$ cat src/rtl/let_pkg.sv
package let_pkg;
  typedef enum logic [1:0] {
    SEL_PAT  = 2'b00,
    SEL_EXZ  = 2'b01,
    SEL_CV   = 2'b10,
    SEL_LINE = 2'b11
  } err_sel_e;

  localparam int unsigned INC_W = 2;
endpackage

$ cat src/rtl/let_err_pick.sv
module let_err_pick
  import let_pkg::*;
(
  input  logic             pat_err_i,
  input  logic             exz_err_i,
  input  logic             cv_err_i,
  input  logic [1:0]       sel_i,
  output logic [INC_W-1:0] inc_o
);
  err_sel_e sel;
  assign sel = err_sel_e'(sel_i);

  always_comb begin
    unique case (sel)
      SEL_PAT:  inc_o = {1'b0, pat_err_i};
      SEL_EXZ:  inc_o = {1'b0, exz_err_i};
      SEL_CV:   inc_o = {1'b0, cv_err_i};
      SEL_LINE: inc_o = {1'b0, cv_err_i} + {1'b0, exz_err_i};
      default:  inc_o = '0;
    endcase
  end
endmodule

$ cat src/rtl/let_xfer_ctl.sv
module let_xfer_ctl (
  input  logic clk,
  input  logic rst,
  input  logic auto_mode_i,
  input  logic xfer_bit_i,
  input  logic sec_tick_i,
  output logic fire_o,
  output logic tick_evt_o
);
  logic bit_q;
  logic man_rise;

  assign man_rise = xfer_bit_i & ~bit_q;
  assign fire_o   = auto_mode_i ? sec_tick_i : man_rise;

  always_ff @(posedge clk) begin
    if (rst) begin
      bit_q      <= 1'b0;
      tick_evt_o <= 1'b0;
    end else begin
      bit_q      <= xfer_bit_i;
      tick_evt_o <= sec_tick_i;
    end
  end
endmodule

$ cat src/rtl/let_sat_cnt.sv
module let_sat_cnt #(
  parameter int unsigned CNT_W = 16,
  parameter int unsigned INC_W = 2
) (
  input  logic             clk,
  input  logic             rst,
  input  logic             restart_i,
  input  logic [INC_W-1:0] inc_i,
  output logic [CNT_W-1:0] cnt_o,
  output logic             ovf_o
);
  localparam logic [CNT_W-1:0] MAXV = {CNT_W{1'b1}};

  logic [CNT_W:0]   sum;
  logic [CNT_W-1:0] inc_ext;

  assign inc_ext = CNT_W'(inc_i);
  assign sum     = {1'b0, cnt_o} + {1'b0, inc_ext};

  always_ff @(posedge clk) begin
    if (rst) begin
      cnt_o <= '0;
      ovf_o <= 1'b0;
    end else if (restart_i) begin
      cnt_o <= inc_ext;
      ovf_o <= 1'b0;
    end else if (sum[CNT_W]) begin
      cnt_o <= MAXV;
      ovf_o <= (cnt_o != MAXV);
    end else begin
      cnt_o <= sum[CNT_W-1:0];
      ovf_o <= 1'b0;
    end
  end
endmodule

$ cat src/rtl/let_report.sv
module let_report #(
  parameter int unsigned CNT_W  = 16,
  parameter int unsigned BYTE_W = 8
) (
  input  logic             clk,
  input  logic             rst,
  input  logic             load_i,
  input  logic [CNT_W-1:0] cnt_i,
  output logic [CNT_W-1:0] res_o
);
  localparam int unsigned N_LANES = CNT_W / BYTE_W;

  for (genvar g = 0; g < N_LANES; g++) begin : g_lane
    always_ff @(posedge clk) begin
      if (rst)
        res_o[g*BYTE_W +: BYTE_W] <= '0;
      else if (load_i)
        res_o[g*BYTE_W +: BYTE_W] <= cnt_i[g*BYTE_W +: BYTE_W];
    end
  end
endmodule

$ cat src/rtl/line_err_tally.sv
module line_err_tally
  import let_pkg::*;
#(
  parameter int unsigned CNT_W  = 16,
  parameter int unsigned BYTE_W = 8
) (
  input  logic              clk,
  input  logic              rst,
  input  logic              pat_err_i,
  input  logic              exz_err_i,
  input  logic              cv_err_i,
  input  logic              sec_tick_i,
  input  logic [1:0]        sel_i,
  input  logic              auto_mode_i,
  input  logic              xfer_bit_i,
  output logic [BYTE_W-1:0] res_lo_o,
  output logic [BYTE_W-1:0] res_hi_o,
  output logic              ovf_evt_o,
  output logic              tick_evt_o
);
  logic [INC_W-1:0] inc;
  logic             fire;
  logic [CNT_W-1:0] cnt_q;
  logic [CNT_W-1:0] res_q;

  let_err_pick u_pick (
    .pat_err_i (pat_err_i),
    .exz_err_i (exz_err_i),
    .cv_err_i  (cv_err_i),
    .sel_i     (sel_i),
    .inc_o     (inc)
  );

  let_xfer_ctl u_xfer (
    .clk         (clk),
    .rst         (rst),
    .auto_mode_i (auto_mode_i),
    .xfer_bit_i  (xfer_bit_i),
    .sec_tick_i  (sec_tick_i),
    .fire_o      (fire),
    .tick_evt_o  (tick_evt_o)
  );

  let_sat_cnt #(.CNT_W(CNT_W), .INC_W(INC_W)) u_cnt (
    .clk       (clk),
    .rst       (rst),
    .restart_i (fire),
    .inc_i     (inc),
    .cnt_o     (cnt_q),
    .ovf_o     (ovf_evt_o)
  );

  let_report #(.CNT_W(CNT_W), .BYTE_W(BYTE_W)) u_rep (
    .clk    (clk),
    .rst    (rst),
    .load_i (fire),
    .cnt_i  (cnt_q),
    .res_o  (res_q)
  );

  assign res_lo_o = res_q[BYTE_W-1:0];
  assign res_hi_o = res_q[2*BYTE_W-1:BYTE_W];
endmodule

$ cat config.mk
export PLATFORM = sky130hd
export DESIGN_NAME = line_err_tally
export DESIGN_NICKNAME = d
export VERILOG_FILES = /design/src/rtl/let_pkg.sv /design/src/rtl/let_err_pick.sv /design/src/rtl/let_xfer_ctl.sv /design/src/rtl/let_sat_cnt.sv /design/src/rtl/let_report.sv /design/src/rtl/line_err_tally.sv
export SDC_FILE = /design/constraint.sdc
export NUM_CORES = 1
export LEC_CHECK = 0
export BUFFER_PORTS_ARGS = -buffer_cell sky130_fd_sc_hd__buf_2
export CORE_MARGIN = 2
export CORE_UTILIZATION = 35
export CTS_CLUSTER_SIZE = 10
export DETAILED_ROUTE_END_ITERATION = 10
export MAX_ROUTING_LAYER = met4
export PLACE_DENSITY_LB_ADDON = 0.08
export SETUP_SLACK_MARGIN = 0.02
export SYNTH_ARGS = -nofsm -noshare
export SYNTH_HDL_FRONTEND = slang
export SYNTH_SLANG_ARGS = --single-unit
$ cat constraint.sdc
create_clock -name clk -period 8.87 [get_ports clk]
set_clock_uncertainty 0.2 [all_clocks]
set_input_delay 1.3305 -clock clk [delete_from_list [all_inputs] [get_ports clk]]
set_output_delay 1.3305 -clock clk [all_outputs]
set_load 0.05 [all_outputs]
==> results.md <==
Run status:
- The run finished with clean final reports.

Clocking:
- The maximum count of clock buffers along a single path is 2.
- After clock tree synthesis, the flow added hold-fix buffers numbering 0.
- The quantity of gates resized following cts is 0.
- The clock root buffer is sky130_fd_sc_hd__clkbuf_8.
- The count of H-tree levels built during CTS is 2.
- TritonCTS created 5 clock buffers.
- The post-CTS clock slew at the launch and capture registers of the worst setup and hold paths is around 0.060 ns.
- TritonCTS built the clock tree.
- The clock reaches the later pin of the worst-skew pair after between 0.2 and 0.3 ns.
- The number of sinks driven by the clock tree is 35.
- The post-CTS setup buffer count is 0.

Cells and area:
- The net count of the finished layout is 195.
- The fraction of final layout cells sized beyond drive strength 1 is 0.211.
- The repair_antennas step left the layout with diodes totalling 0.
- The area of all placed cells without fillers is 1740 µm².
- The final cell count without fillers is 230.
- The area added between synthesis and finish is 16.7%.

Global route:
- The initial antenna violation count is 0.
- The overall track demand over capacity in global routing is 0.138.
- The first global-routing pass estimated ~5 mm of wire.
- After global routing the overflow that remains totals 0.
- The number of global-route vias before repair came to 1,079.
- The largest net degree at the start of global routing is 22.

Synthesis:
- The count of cell types in the netlist is 35.
- Of the total synthesized cell area, the portion taken by XOR and XNOR cells is 0.0469.
- After synthesis, the largest family of logic cells by area is simple AND/OR/NAND/NOR gates.
- The most common flop cell mapped by yosys is sky130_fd_sc_hd__dfxtp_1.
- Of the total synthesized cell area, the portion taken by full adders, half adders and majority gates is 0.0385.
- After technology mapping, the gate count stands at roughly 150.
- For this run, the number of Yosys warnings is 0.
- Each instance of the synthesized netlist takes up on average between 9 and 10 µm².
- The post-synth design cell area is about 1500 µm².
- The share of synthesized area spent on multiplexers is 0.122.
- When the netlist entered floorplanning its net count stood at around 170.
- The sequential fraction of the synthesis area is 0.469.
- In this run, synthesis inferred 0 flip-flops with an integrated enable.
- Of the total synthesized cell area, the portion taken by AND, OR, NAND and NOR gates is 0.206.
- The share of flip-flops with an asynchronous set or reset is 0.
- In this run, synthesis produced a sequential element count of 35.
- The post-synthesis compound-gate area fraction is 0.0804.

Worst setup path:
- The type of destination of the critical path is a register.
- The slowest stage of the critical path belongs to the cell sky130_fd_sc_hd__or4_1.
- The critical setup path kind is in2reg.
- Counting stages on the worst path, the most repeated cell is sky130_fd_sc_hd__ha_1.
- For this run, the slowest stage of the critical path takes between 0.8 and 0.9 ns.
- For flop-to-flop paths, the worst setup slack is approximately 6.1 ns.
- The total buffers and inverters traversed by the critical path is 2.
- The endpoint identified for the worst register-to-register timing path is u_cnt.cnt_o[11].
- Walking the worst path, the cells encountered are buf_2 > ha_1 > mux4_2 > ha_1 > inv_1 > fa_1 > nand4b_4 > or4_1 > and4_1 > nor3_2.
- The kind of cell with the highest combined delay on the critical path is simple AND/OR/NAND/NOR gates.
- The worst flop-to-flop path startpoint is u_cnt.cnt_o[0].
- The worst register-to-register path has a depth of 7.
- The data arrival time of the critical path is between 4 and 5 ns.
- Data on the critical path is required at its endpoint by about 8.9 ns.
- STA classifies the critical path startpoint as an input pin.
- Along the worst path, the maximum fanout reaches 15.

Placement:
- The wire-length estimate of the detail-placed layout is roughly 2.1 mm.
- The total placed instance area is about 1700 µm².
- Once placement completed, the tool counted placed cells totaling 224.
- During placement, the flow inserted port buffers numbering 27.
- The worst slack after detailed placement is 4.54 ns.
- The global placement routability congestion is roughly 0.76.

STA:
- The slew at the pin closest to its max-slew limit is about 0.64 ns.
- Setup repair after global routing left no endpoint under its margin.
- The worst-case headroom to the max-slew limit is 0.571.
- The highest achievable clock rate is 247 MHz.
- Setup slack closes at about 4.8 ns.
- The final hold violation count was 0.
- The final-report setup violation count is 0.
- The clock period could shrink to 4.05 ns.
- Summed over all failing endpoints, the final setup total negative slack is 0 ns.
- In the finished design, the share of the clock period the worst path needs comes to 0.457.
- The post-route worst hold slack is 0.289 ns.
- The count of pins over their slew limit is 0.

Floorplan:
- The die covers approximately 4800 µm².
- Pin placement for this block handled 28 I/O pins.
- From bottom edge to top edge, the die measures ~69 µm.
- The floorplan die width is 69.3 µm.
- The core area is 4060 µm².
- The number of rows created at floorplan is 23.
- The effective utilization at floorplan is 0.368.

Min path:
- The tightest min-delay check is of the reg2reg type.
- Counting instances, the worst hold path has a depth of 2.
- For hold timing, the worst endpoint is u_rep.res_o[9].
- The origin of the worst min-delay path is u_rep.res_o[9].

Drt:
- In the routed design, unresolved DRC markers number 0.
- The total iterations of the first detailed-routing run is 5.
- The mean routed wirelength per cell is 13.2 µm.
- Using the TritonRoute via totals, the vias-per-cell ratio works out to ~5.1.
- For this block, the routed nets add up to approximately 3.0 mm of wire.
- The remaining number of nets flagged by the antenna check after routing is 0.
- Detailed routing inserted a total of between 1,000 and 1,500 vias.
- The detailed router finished its first iteration with 38 violations.

Pwr:
- Of the total power, the clock network draws 0.356.
- The share of total power dissipated in sequential elements is 0.559.
- Of the total power, the share spent switching nets is 0.235.
- The internal power of the cells totals approximately 0.00022 W.
- The leakage component of the power is roughly 0.76 nW.
- Summed over all nets, the switching power comes to about 0.000068 W.
- The combinational fraction of design power is 0.085.
- In this run the power density over the cells is between 150 and 200 nW/µm².
- IR analysis of the VDD net gives a maximum drop of 0.0920 mV.

Run:
- The max-capacitance violation count is 0.
[tightest hold or removal path, cell delays in order, from the launching register on]
cell and delay, ns:
sky130_fd_sc_hd__dfxtp_1 0.32, sky130_fd_sc_hd__mux2i_1 0.06, sky130_fd_sc_hd__nor2_1 0.07
[logic make-up after synthesis]
kind of cell               count (synthesis)
muxes                                     17
adders and majority gates                  4
DFF                                       35
buffers and inverters                     13
AOI/OAI and AO/OA                         20
xor gates and xnor gates                   8
and+or+nand+nor                           56
[metrics by stage]
stage                util  total power [W]
floorplan               -         0.000182
global placement    0.412         0.000189
detailed placement  0.412         0.000190
CTS                 0.430         0.000292
global route        0.430         0.000300
finish              0.430         0.000289
[cells in the mapped netlist (all sizes together) (2+ instances only)]
| library cell | count | area, µm² |
|---|---|---|
| dfxtp | 35 | 701 |
| nor2 | 23 | 86.3 |
| mux2i | 16 | 160 |
| a21oi | 13 | 65.1 |
| nor3 | 7 | 40.0 |
| xnor2 | 7 | 61.3 |
| inv | 6 | 22.5 |
| buf | 4 | 21.3 |
| nand2 | 4 | 15.0 |
| nand3 | 4 | 20.0 |
| nor2b | 4 | 25.0 |
| clkbuf | 3 | 11.3 |
| ha | 3 | 37.5 |
| a311oi | 2 | 17.5 |
| and4 | 2 | 17.5 |
| nand4 | 2 | 18.8 |
| nor3b | 2 | 15.0 |
| nor4 | 2 | 12.5 |
| o21bai | 2 | 15.0 |
[flip-flops by register name (all words and copies together), names as in the netlist]
signal / cells
u_cnt.ovf_o: 1
u_cnt.cnt_o: 16
u_rep.res_o: 16
u_xfer.bit_q: 1
u_xfer.tick_evt_o: 1
[worst max-delay path by stage]
stage | to | start | cells past startpoint | slack, ns
5_1_grt | u_cnt.cnt_o[11] | exz_err_i | 10 | 4.61
6_report | u_cnt.cnt_o[11] | exz_err_i | 10 | 4.82
3_5_place_dp | u_cnt.cnt_o[11] | exz_err_i | 10 | 4.54
2_1_floorplan | u_cnt.cnt_o[11] | exz_err_i | 10 | 5.00
4_1_cts | u_cnt.cnt_o[11] | exz_err_i | 10 | 4.82
3_3_place_gp | u_cnt.cnt_o[11] | exz_err_i | 10 | 4.59
[cell type report]
class / count / area [µm²]
repair buffers: 28 / 143
multi-input cells: 105 / 742
inverters: 6 / 22.5
fillers: 406 / 2310
clock buffers: 6 / 72.6
flip-flops and latches: 35 / 701
well taps: 50 / 62.6
[power by group through the flow]
| stage | Combinational (W) | Clock (W) | Sequential (W) |
|---|---|---|---|
| finish | 0.0000245 | 0.000103 | 0.000162 |
| global route | 0.0000271 | 0.000112 | 0.000162 |
| CTS | 0.0000248 | 0.000106 | 0.000162 |
| detailed placement | 0.0000246 | 0 | 0.000165 |
| global placement | 0.0000238 | 0 | 0.000165 |
| floorplan | 0.0000149 | 0 | 0.000167 |
[metal layers]
layer | wire length, µm | up-vias | global-route usage
met5 | 0 | - | -
li1 | - | 592 | -
met3 | 135 | 6 | 0.0523
met2 | 1410 | 23 | 0.212
met1 | 1440 | 548 | 0.166
met4 | 53 | 0 | 0.0523
[layout by cell type, fill, tap and decap left out, types with 3 or more instances in the layout]
cell,count
sky130_fd_sc_hd__dfxtp_1,35
sky130_fd_sc_hd__buf_2,27
sky130_fd_sc_hd__nor2_1,23
sky130_fd_sc_hd__mux2i_1,16
sky130_fd_sc_hd__a21oi_1,12
sky130_fd_sc_hd__xnor2_1,7
sky130_fd_sc_hd__inv_1,6
sky130_fd_sc_hd__nor3_1,6
sky130_fd_sc_hd__clkbuf_8,5
sky130_fd_sc_hd__nand3_1,4
sky130_fd_sc_hd__nand2_1,4
sky130_fd_sc_hd__nor2b_1,4
sky130_fd_sc_hd__ha_1,3
(Power assumes the default switching activity.)
